`src/rtl/audio_dma_seq.sv`:
```
module audio_dma_seq #(
  parameter int          BLOCK_BYTES = 32,
  parameter int          START_DELAY = 200,
  parameter logic [15:0] HI_MASK_STD = 16'h03ff,
  parameter logic [15:0] HI_MASK_EXT = 16'h1fff
) (
  input  logic        clk,
  input  logic        rst_n,
  input  logic        reg_wr,
  input  logic [1:0]  reg_addr,
  input  logic [15:0] reg_wdata,
  output logic [15:0] reg_rdata,
  input  logic        ext_mem_mode,
  input  logic        core_reset,
  input  logic        tick,
  output logic        mem_req,
  output logic [31:0] mem_addr,
  output logic        irq
);
  localparam logic [15:0] LO_MASK = 16'(~(BLOCK_BYTES - 1));
  localparam int          DLY_W   = $clog2(START_DELAY + 1);
  localparam logic [1:0]  A_HI = 2'd0, A_LO = 2'd1, A_CTL = 2'd2, A_LEFT = 2'd3;

  logic [15:0]      src_hi, src_lo, ctl;
  logic [31:0]      cur;
  logic [14:0]      rem;
  logic [DLY_W-1:0] dly;

  wire        en      = ctl[15];
  wire        ctl_wr  = reg_wr && reg_addr == A_CTL && !core_reset;
  wire        start   = ctl_wr && reg_wdata[15] && !en;
  wire        stop    = core_reset || (ctl_wr && !reg_wdata[15]);
  wire        step    = tick && en;
  wire [14:0] rem_dec = (rem != 15'd0) ? rem - 15'd1 : rem;
  wire        wrap    = step && rem_dec == 15'd0;

  always_comb begin
    case (reg_addr)
      A_HI:    reg_rdata = src_hi;
      A_LO:    reg_rdata = src_lo;
      A_CTL:   reg_rdata = ctl;
      default: reg_rdata = {1'b0, rem_dec};
    endcase
  end

  always_ff @(posedge clk or negedge rst_n) begin
    if (!rst_n) begin
      src_hi   <= '0;
      src_lo   <= '0;
      ctl      <= '0;
      cur      <= '0;
      rem      <= '0;
      dly      <= '0;
      mem_req  <= 1'b0;
      mem_addr <= '0;
      irq      <= 1'b0;
    end else begin
      mem_req <= 1'b0;
      irq     <= 1'b0;

      if (reg_wr && reg_addr == A_HI)
        src_hi <= reg_wdata & (ext_mem_mode ? HI_MASK_EXT : HI_MASK_STD);
      if (reg_wr && reg_addr == A_LO)
        src_lo <= reg_wdata & LO_MASK;

      if (core_reset)  ctl <= '0;
      else if (ctl_wr) ctl <= reg_wdata;

      if (start) begin
        cur <= {src_hi, src_lo};
        rem <= reg_wdata[14:0];
      end else if (step) begin
        if (rem != 15'd0) begin
          mem_req  <= 1'b1;
          mem_addr <= cur;
        end
        if (wrap) begin
          cur <= {src_hi, src_lo};
          rem <= ctl[14:0];
          irq <= 1'b1;
        end else begin
          cur <= cur + 32'(BLOCK_BYTES);
          rem <= rem_dec;
        end
      end

      if (start)
        dly <= DLY_W'(START_DELAY);
      else if (stop)
        dly <= '0;
      else if (dly != '0) begin
        dly <= dly - 1'b1;
        if (dly == DLY_W'(1)) irq <= 1'b1;
      end
    end
  end
endmodule


```
`config.mk`:
```
export PLATFORM = sky130hd
export DESIGN_NAME = audio_dma_seq
export DESIGN_NICKNAME = d
export VERILOG_FILES = /design/src/rtl/audio_dma_seq.sv
export SDC_FILE = /design/constraint.sdc
export NUM_CORES = 1
export LEC_CHECK = 0
export BUFFER_PORTS_ARGS = -buffer_cell sky130_fd_sc_hd__buf_2
export CORE_ASPECT_RATIO = 1.4
export CORE_MARGIN = 5
export CORE_UTILIZATION = 45
export CTS_CLUSTER_DIAMETER = 60
export CTS_CLUSTER_SIZE = 20
export DETAILED_ROUTE_END_ITERATION = 6
export SLEW_MARGIN = 0
export SYNTH_ARGS = -nofsm -noshare
export SYNTH_HDL_FRONTEND = slang
export SYNTH_SLANG_ARGS = --single-unit
```
`constraint.sdc`:
```
create_clock -name clk -period 3.1 [get_ports clk]
set_clock_uncertainty 0.1 [all_clocks]
set_input_delay 0.31 -clock clk [delete_from_list [all_inputs] [get_ports clk]]
set_output_delay 0.31 -clock clk [all_outputs]
set_load 0.1 [all_outputs]
```
# Word-level counts from Yosys, hierarchy flattened
# Index checks and enable logic that the tools add are counted.
word_totals:
  register_bits: 132
  out_inout_bits: 50
  elab_cells: 62
classes:
  add_sub_neg: 3
  eq_ne: 3
  n_mux: 24
  bitwise_logic: 2
  reduce_logical: 21
op_table:
  columns: ["op", "n"]
  rows:
  - ["$mux 32", 3]
  - ["$mux 15", 4]
  - ["$pmux 16 s3", 1]
  - ["$add 32x6->32 const B", 1]
  - ["$mux 16", 2]
  - ["$mux 8", 3]
  - ["$and 16x13->16", 1]
  - ["$logic_not 15->1", 1]
  - ["$reduce_bool 15->1", 1]
  - ["$sub 15x1->15 const B", 1]
  - ["$mux 13", 1]
  - ["$mux 1", 10]
  - ["$logic_and 1x1->1", 9]
  - ["$eq 8x1->1 const B", 1]
  - ["$reduce_bool 8->1", 1]
  - ["$sub 8x1->8 const B", 1]
  - ["$reduce_bool 2->1", 2]
  - ["$logic_not 1->1", 3]
  - ["$reduce_and 3->1", 1]
  - ["$reduce_bool 3->1", 1]
  - ["$eq 2x1->1 const B", 1]
  - ["$eq 2x2->1 const B", 1]
  - ["$logic_not 2->1", 1]
  - ["$logic_or 1x1->1", 1]
  - ["$not 1->1", 1]

# Depth between registers and ports, before layout
# Gate-level depths: netlist of the first run.
depth:
  ltp_word: 11
  ltp_mapped: 12

# Least setup slack after synthesis of the first run
# OpenSTA, ideal clock, no wires.
synth_timing:
  kind: "flip-flop to output port"
  start: "register rem[0]"
  end: "output reg_rdata[7]"
  arrival_time_ns: 3.184
  required_ns: 2.690
  slack_ns: -0.494
  path_stages_with_launch: 10
  n_path_buf: 0
  path_cell_list: "dfrtp_1 -> inv_1 -> ha_1 -> nor4b_4 -> a41oi_1 -> nand3_1 -> xor2_1 -> nand2_1 -> o21ai_0 -> a21oi_1"
synth_via:
  elab_chain_len: 3
  elab_cells_between_ends: 4
synth_rtl:
  columns: ["item", "line", "rtl"]
  rows:
  - ["from (decl)", "26", "logic [14:0] rem;"]
  - ["from (signal assigned)", "71", "rem <= reg_wdata[14:0];"]
  - ["from (signal assigned)", "79", "rem <= ctl[14:0];"]
  - ["from (signal assigned)", "83", "rem <= rem_dec;"]
  - ["$sub 15x1->15 / $reduce_bool 15->1 (equally long branches)", "34", "wire [14:0] rem_dec = (rem != 15'd0) ? rem - 15'd1 : rem;"]
  - ["$mux 15 (*)", "34", null]
  - ["$pmux 16 s3 (*)", "38", "case (reg_addr)"]
  - ["to (decl)", "12", "output logic [15:0] reg_rdata,"]
# Mark *: on every way between the ends. The rest lies on a longest branch, timed or not.

# Final worst setup path of the first run
layout_timing:
  start: "register rem[1]"
  end: "output reg_rdata[5]"
# The elaborated chain is that of the path after synthesis.

==> impl_metrics.sql, run 1 <==
INSERT INTO impl_metrics (metric_group, metric, value, unit) VALUES
('outcome', 'status', 'finished, violations left', ''),
('outcome', 'failed_checks', 'setup timing', ''),
('power_and_ir_drop', 'p_leak', '0.003498', 'µW'),
('floorplan', 'floorplan.initialDensity', '45.23', '%'),
('hold_path', 'classification_of_the_worst_slack_hold_path', 'input pin to flop', ''),
('critical_path', 'worst_path_cell_with_the_longest_stage_delay', 'mux4_2', ''),
('sta', 'number_of_setup_violations_in_the_final_report', '1', ''),
('global_routing', 'grt_antenna_before_repair', '0', ''),
('yosys', 'synthXorXnorAreaFrac', '4.777', '%'),
('clock_tree', 'clock_tree.buffer_depth', '2', ''),
('sta', 'hold_violations', '0', ''),
('clock_tree', 'cts_tree', 'yes', ''),
('cells_and_area', 'layout.core_utilization', '57.73', '%'),
('sta', 'min_period_over_period', '101.7', '%'),
('route', 'drt_iter0_markers', '365', ''),
('sta', 'final.setup.worst_slack', '-0.05175', 'ns'),
('yosys', 'mux_share_of_post_synthesis_cell_area', '14.83', '%'),
('yosys', 'syn-instance-count', '603', ''),
('placement', 'place_inst', '852', ''),
('route', 'drt_pass1_iterations', '4', ''),
('power_and_ir_drop', 'powerDensity', '891.6', 'nW/µm²'),
('clock_tree', 'path_clk_slew', '0.05', 'ns'),
('yosys', 'synth-edff-count', '0', ''),
('floorplan', 'io-pin-count', '74', ''),
('clock_tree', 'tritoncts.num_buffers', '17', ''),
('global_routing', 'first_global_vias', '5173', ''),
('yosys', 'synth.ff_latch_count', '119', ''),
('cells_and_area', 'num-nets-final', '736', ''),
('critical_path', 'max_stage_delay', '0.53', 'ns'),
('sta', 'grt_setup_unrepaired', 'true', ''),
('global_routing', 'grt_start_max_net_pins', '57', ''),
('sta', 'fin_crit', '3.152', 'ns'),
('critical_path', 'critical_path_arrival', '2.74', 'ns'),
('floorplan', 'floorplan.die.height', '149.3', 'µm'),
('yosys', 'synth_sequential_area_ratio', '47.77', '%'),
('global_routing', 'overflow', '0', ''),
('yosys', 'synth.cell_area', '6233', 'µm²'),
('critical_path', 'worst_setup_start_kind', 'flop', ''),
('route', 'final_antenna_net_count', '0', ''),
('yosys', 'netlist_top_cells_area', 'dfrtp_1 48%, mux2_2 10%, nand2_1 4.2%', ''),
('power_and_ir_drop', 'vdd_drop_max', '0.4949', 'mV'),
('route', 'wire_per_inst', '19.60', 'µm'),
('global_routing', 'track_usage', '22.73', '%'),
('cells_and_area', 'antenna_cells_inserted', '0', ''),
('yosys', 'synth_cell_type_count', '61', ''),
('flow_run', 'max-cap-violations', '0', ''),
('route', 'viasPerCell', '5.662', ''),
('yosys', 'synthAdderAreaFrac', '1.204', '%'),
('yosys', 'synthDominantCellAreaShare', '47.77', '%'),
('yosys', 'syn-mean-instance-area', '10.34', 'µm²'),
('floorplan', 'fp.coreArea', '13780', 'µm²'),
('sta', 'timing_worst_slew_pin_value', '0.7065', 'ns'),
('critical_path', 'path_cells', 'inv_2 > ha_4 > nor4b_4 > a41oi_2 > buf_4 > and2_4 > xor2_1 > mux4_2 > buf_12', ''),
('critical_path', 'crit_required', '2.69', 'ns'),
('yosys', 'yosys_warnings', '0', ''),
('cells_and_area', 'multi_input_area', '3199', 'µm²'),
('cells_and_area', 'drive_gt1_share', '33.61', '%'),
('placement', 'buffer_ports.inserted', '68', ''),
('cells_and_area', 'finalInstanceArea', '7958', 'µm²'),
('cells_and_area', 'layout-area-overhead-vs-synth', '27.66', '%'),
('floorplan', 'row_count', '51', ''),
('clock_tree', 'cts_root_buf', 'clkbuf_16', ''),
('sta', 'max_freq', '317.3', 'MHz'),
('yosys', 'yosys.area_share.simple', '16.58', '%'),
('yosys', 'synth_largest_area_cell', 'dfrtp_1', ''),
('sta', 'final_max_slew_viol_count', '0', ''),
('placement', 'detailedPlacementHpwl', '12.66', 'mm'),
('sta', 'maxSlewHeadroom', '52.78', '%'),
('cells_and_area', 'filler_cell_count_in_the_final_layout', '1208', ''),
('placement', 'placed_area', '6963', 'µm²'),
('critical_path', 'worst-path-max-fanout', '4', '');
-- path summary, 6_finish.rpt --
check | cells after the start | from | end | slack, ns
worst max-delay path | 9 | rem[1] | reg_rdata[5] | -0.05
worst min-delay path | 3 | reg_wdata[5] | ctl[5] | 0.06
min in group asynchronous | 2 | rst_n | dly[1] | 0.33
worst min register to register | 1 | mem_addr[8] | mem_addr[8] | 0.40
max in group asynchronous | 3 | rst_n | mem_addr[29] | 1.82
worst max register to register | 12 | rem[1] | cur[12] | 0.08
-- placed cells by master, fill, tap and decap left out, types with 7 or more instances in the layout --
cell type / n
nand3_1: 19
a21oi_1: 33
buf_2: 53
nand4_1: 14
buf_12: 10
dfrtp_1: 118
mux2_2: 56
xnor2_1: 23
mux4_2: 7
clkbuf_16: 18
inv_1: 11
buf_4: 43
nand2_1: 70
mux2_1: 8
a31oi_1: 10
nor3_1: 9
o21ai_0: 26
xor2_1: 9
nor2_1: 50
-- kinds of logic (layout without fill, tap and decap cells) --
group / count (synthesis) / in the layout
multiplexers: 75 / 75
flip-flops: 119 / 119
buffers and inverters: 49 / 159
AND/OR/NAND/NOR: 208 / 208
adder cells (fa/ha/maj): 6 / 6
other: 1 / 5
AO/OA/AOI/OAI: 111 / 111
XOR/XNOR: 34 / 34
-- layout make-up --
cell class / count / area share [%]
clock inverters: 9 / 1.572
well taps: 185 / 2.909
multi-input cells: 439 / 40.20
clock buffers: 21 / 5.912
inverters: 13 / 0.6132
flip-flops and latches: 119 / 37.44
repair buffers: 116 / 11.35
-- synth_stat cells, types with 10 or more instances --
cell type and number:
dfrtp_1 119, nand2_1 70, mux2_2 57, nor2_1 51, a21oi_1 35, o21ai_0 28
xnor2_1 24, nand3_1 21, clkbuf_1 20, nand4_1 14, inv_1 13, a31oi_1 10
nor3_1 10, xor2_1 10
-- state kept, by name (all words and copies together), names as in the netlist --
signal / cells
dly: 8
cur: 27
irq: 1
mem_addr: 27
src_lo: 11
ctl: 16
rem: 15
mem_req: 1
src_hi: 13
-- where the power goes --
part / internal [µW] / total [µW] / leakage [µW] / switching (µW)
Sequential: 1950 / 2410 / 0.00150 / 467
Combinational: 866 / 2690 / 0.00171 / 1830
Clock: 1310 / 1990 / 0.000291 / 678
-- worst max-delay path, delay by kind of cell (launching register included) --
kind | cells | cell delay [ns]
AO/OA/AOI/OAI | 1 | 0.21
XOR/XNOR | 1 | 0.14
adder cells (fa/ha/maj) | 1 | 0.13
buffers and inverters | 3 | 0.48
flip-flops | 1 | 0.40
multiplexers | 1 | 0.53
AND/OR/NAND/NOR | 2 | 0.44
-- per-layer routing --
layer	track usage (%)	part of all wire, %	routed length (µm)
met3	4.634	5.0	879
met2	38.11	51	9084
met4	9.295	2.9	504
met5	0	0	0
met1	28.36	41	7214
-- metrics by stage --
step | setup TNS [ns] | total power [µW] | hold WS (ns)
global route | -1.642 | 7437 | 0.06456
finish | -0.05175 | 7095 | 0.06347
detailed placement | 0 | 4913 | 0.2427
global placement | 0 | 4870 | 0.2374
CTS | -0.05716 | 7006 | 0.05467
floorplan | 0 | 4316 | -0.08559
-- repair_timing --
| action | in CTS | in global routing |
|---|---|---|
| hold endpoints to repair | 41 | 0 |
| setup buffers | 6 | 14 |
| gates cloned | 0 | 1 |
| setup endpoints to repair | 13 | 52 |
| hold buffers | 1 | 0 |
| pin swaps | 2 | 16 |
| gates resized for setup | 25 | 32 |
Power figures use the tool's default switching activity.
==> inputs of run 2 (changes only) <==
Settings changed: RECOVER_POWER from default to 100.
==> impl_metrics.sql, run 2 (synthesized netlist as in run 1, its figures left out) <==
INSERT INTO impl_metrics (metric_group, metric, value, unit) VALUES
('cells_and_area', 'drive_gt1_share', '28.87', '%'),
('sta', 'max_freq', '317.5', 'MHz'),
('critical_path', 'worstReg2RegStart', 'rem[1]', ''),
('floorplan', 'fp.coreArea', '13780', 'µm²'),
('global_routing', 'grt_pass1_wl', '28.19', 'mm'),
('route', 'drt_pass1_iterations', '5', ''),
('sta', 'hold_violations', '0', ''),
('route', 'wire_per_inst', '19.63', 'µm'),
('sta', 'timing_worst_slew_pin_value', '1.295', 'ns'),
('clock_tree', 'worstSkewPairLatency', '0.42', 'ns'),
('power_and_ir_drop', 'p_leak', '0.003361', 'µW'),
('cells_and_area', 'filler_cell_count_in_the_final_layout', '1240', ''),
('floorplan', 'floorplan.initialDensity', '45.23', '%'),
('placement', 'detailedPlacementHpwl', '12.66', 'mm'),
('critical_path', 'critical_path.endpoint_type', 'output port', ''),
('hold_path', 'min_path_cells', '3', ''),
('sta', 'number_of_setup_violations_in_the_final_report', '1', ''),
('cells_and_area', 'layout.area.seq', '2979', 'µm²'),
('sta', 'maxSlewHeadroom', '13.64', '%'),
('cells_and_area', 'num-nets-final', '736', ''),
('global_routing', 'track_usage', '22.73', '%'),
('route', 'drc_errors', '0', ''),
('cells_and_area', 'reg_top3', 'cur x27, mem_addr x27, ctl x16', ''),
('clock_tree', 'clock_tree.buffer_depth', '2', ''),
('critical_path', 'critical_path_arrival', '2.74', 'ns'),
('route', 'viasPerCell', '5.693', ''),
('clock_tree', 'cts_tree', 'yes', ''),
('global_routing', 'first_global_vias', '5173', ''),
('clock_tree', 'path_clk_slew', '0.06', 'ns'),
('hold_path', 'hold-path-endpoint', 'ctl[12]', ''),
('cells_and_area', 'layout.cells.most_common_list', '118 x dfrtp_1, 70 x nand2_1, 56 x mux2_2, 50 x nor2_1, 37 x buf_4', ''),
('cells_and_area', 'layout.cells.most_common', 'dfrtp_1', ''),
('global_routing', 'grt_start_max_net_pins', '57', ''),
('clock_tree', 'clock_sinks', '119', ''),
('sta', 'fin_hold_ws', '0.06170', 'ns'),
('cells_and_area', 'layout-area-overhead-vs-synth', '26.50', '%'),
('critical_path', 'worstSetupPathType', 'flop to output port', ''),
('critical_path', 'worst_r2r_endpoint', 'cur[12]', ''),
('global_routing', 'overflow', '0', ''),
('outcome', 'status', 'finished, violations left', ''),
('sta', 'fin_crit', '3.150', 'ns'),
('power_and_ir_drop', 'netSwitchingFraction', '42.15', '%'),
('placement', 'buffer_ports.inserted', '68', ''),
('sta', 'final.setup.worst_slack', '-0.05000', 'ns'),
('sta', 'grt_setup_unrepaired', 'true', ''),
('power_and_ir_drop', 'powerDensity', '896.3', 'nW/µm²'),
('clock_tree', 'tritoncts.num_buffers', '17', ''),
('critical_path', 'worst_setup_start_kind', 'flop', ''),
('sta', 'min_period_over_period', '101.6', '%'),
('route', 'route.final.wire_length', '17.71', 'mm'),
('critical_path', 'crit_required', '2.69', 'ns'),
('floorplan', 'row_count', '51', ''),
('power_and_ir_drop', 'intPower', '4088', 'µW'),
('outcome', 'failed_checks', 'setup timing', ''),
('hold_path', 'classification_of_the_worst_slack_hold_path', 'input pin to flop', ''),
('power_and_ir_drop', 'combinationalPowerShare', '37.6', '%'),
('critical_path', 'timing.reg2reg.setup_slack', '0.09', 'ns'),
('floorplan', 'io-pin-count', '74', ''),
('global_routing', 'grt_antenna_before_repair', '0', ''),
('floorplan', 'die_area', '16340', 'µm²'),
('flow_run', 'max-cap-violations', '0', ''),
('clock_tree', 'cts_root_buf', 'clkbuf_16', ''),
('cells_and_area', 'layout.core_utilization', '57.21', '%'),
('route', 'num_vias', '5135', ''),
('floorplan', 'overall_die_width', '109.5', 'µm'),
('hold_path', 'hold_start', 'reg_wdata[12]', ''),
('cells_and_area', 'antenna_cells_inserted', '0', ''),
('power_and_ir_drop', 'pwr-share-seq', '34.2', '%'),
('route', 'drt_iter0_markers', '337', ''),
('cells_and_area', 'multi_input_area', '3199', 'µm²'),
('floorplan', 'floorplan.die.height', '149.3', 'µm'),
('power_and_ir_drop', 'p_sw', '2979', 'µW'),
('sta', 'final_max_slew_viol_count', '0', ''),
('route', 'final_antenna_net_count', '0', ''),
('placement', 'finalWeightedCongestion', '0.9668', ''),
('power_and_ir_drop', 'clock_power_share', '28.2', '%'),
('power_and_ir_drop', 'vdd_drop_max', '0.4950', 'mV'),
('clock_tree', 'cts.htree.levels', '4', ''),
('critical_path', 'worst-path-max-fanout', '4', ''),
('critical_path', 'reg2reg_depth', '12', '');
-- run 2: cell count changes in the layout (fill, tap and decap cells not counted) --
cell      before  now
buf_2         53   24
clkbuf_2       1    3
clkbuf_1       1   35
buf_4         43   37
buf_12        10    9
-- run 2: worst max-delay path: stages, from the launching register on --
cell and delay [ns]:
dfrtp_1 0.40, inv_2 0.10, ha_4 0.13, nor4b_4 0.30
a41oi_2 0.21, buf_4 0.19, and2_4 0.14, xor2_1 0.14
mux4_2 0.53, buf_12 0.19
-- run 2: what timing repair did --
action	4_1_cts	5_1_grt
gates cloned	0	1
setup endpoints to repair	13	52
setup buffers	6	14
resized for setup	25	32
hold endpoints to repair	41	0
hold buffers	1	0
pin swaps	2	16
-- run 2: how the worst max path moves through the flow --
stage / start / end / slack, ns / cells after the start
floorplan: rem[0] / reg_rdata[7] / 0.11 / 9
global placement: rem[2] / reg_rdata[11] / 0.12 / 7
detailed placement: rem[0] / rem[11] / 0.10 / 11
CTS: rem[0] / reg_rdata[11] / -0.03 / 10
global route: rem[1] / reg_rdata[5] / -0.15 / 9
finish: rem[1] / reg_rdata[5] / -0.05 / 9
-- run 2: final cells by class --
cell class | instances | share of cell area (%)
clock buffers | 21 | 5.966
clock inverters | 9 | 1.587
inverters | 13 | 0.6189
multi-input cells | 439 | 40.57
flip-flops and latches | 119 | 37.78
well taps | 185 | 2.936
repair buffers | 116 | 10.54
-- run 2: through the flow --
stage	instance area (µm²)	TNS [ns]	instances	power, µW	worst slack, ns
after detailed placement	6963	0	852	4913	0.1015
final	7885	-0.05000	902	7067	-0.05000
after global placement	6963	0	852	4870	0.1210
after CTS	7710	-0.05716	888	7006	-0.03100
after floorplan	6254	0	607	4316	0.1055
after global routing	7885	-1.768	902	7404	-0.1547
-- run 2: metal layers --
metal	vias up	wire, µm	global-route usage [%]
li1	2364	-	-
met1	2577	7286	28.36
met2	150	8990	38.11
met3	44	840	4.634
met4	0	589	9.295
met5	-	0	0
-- run 2: power by group through the flow --
stage | Combinational (µW) | Sequential [µW] | Clock, µW
floorplan | 1270 | 3040 | 0
global placement | 2490 | 2380 | 0
detailed placement | 2510 | 2400 | 0
CTS | 2600 | 2390 | 2020
global route | 2820 | 2480 | 2110
finish | 2660 | 2420 | 1990
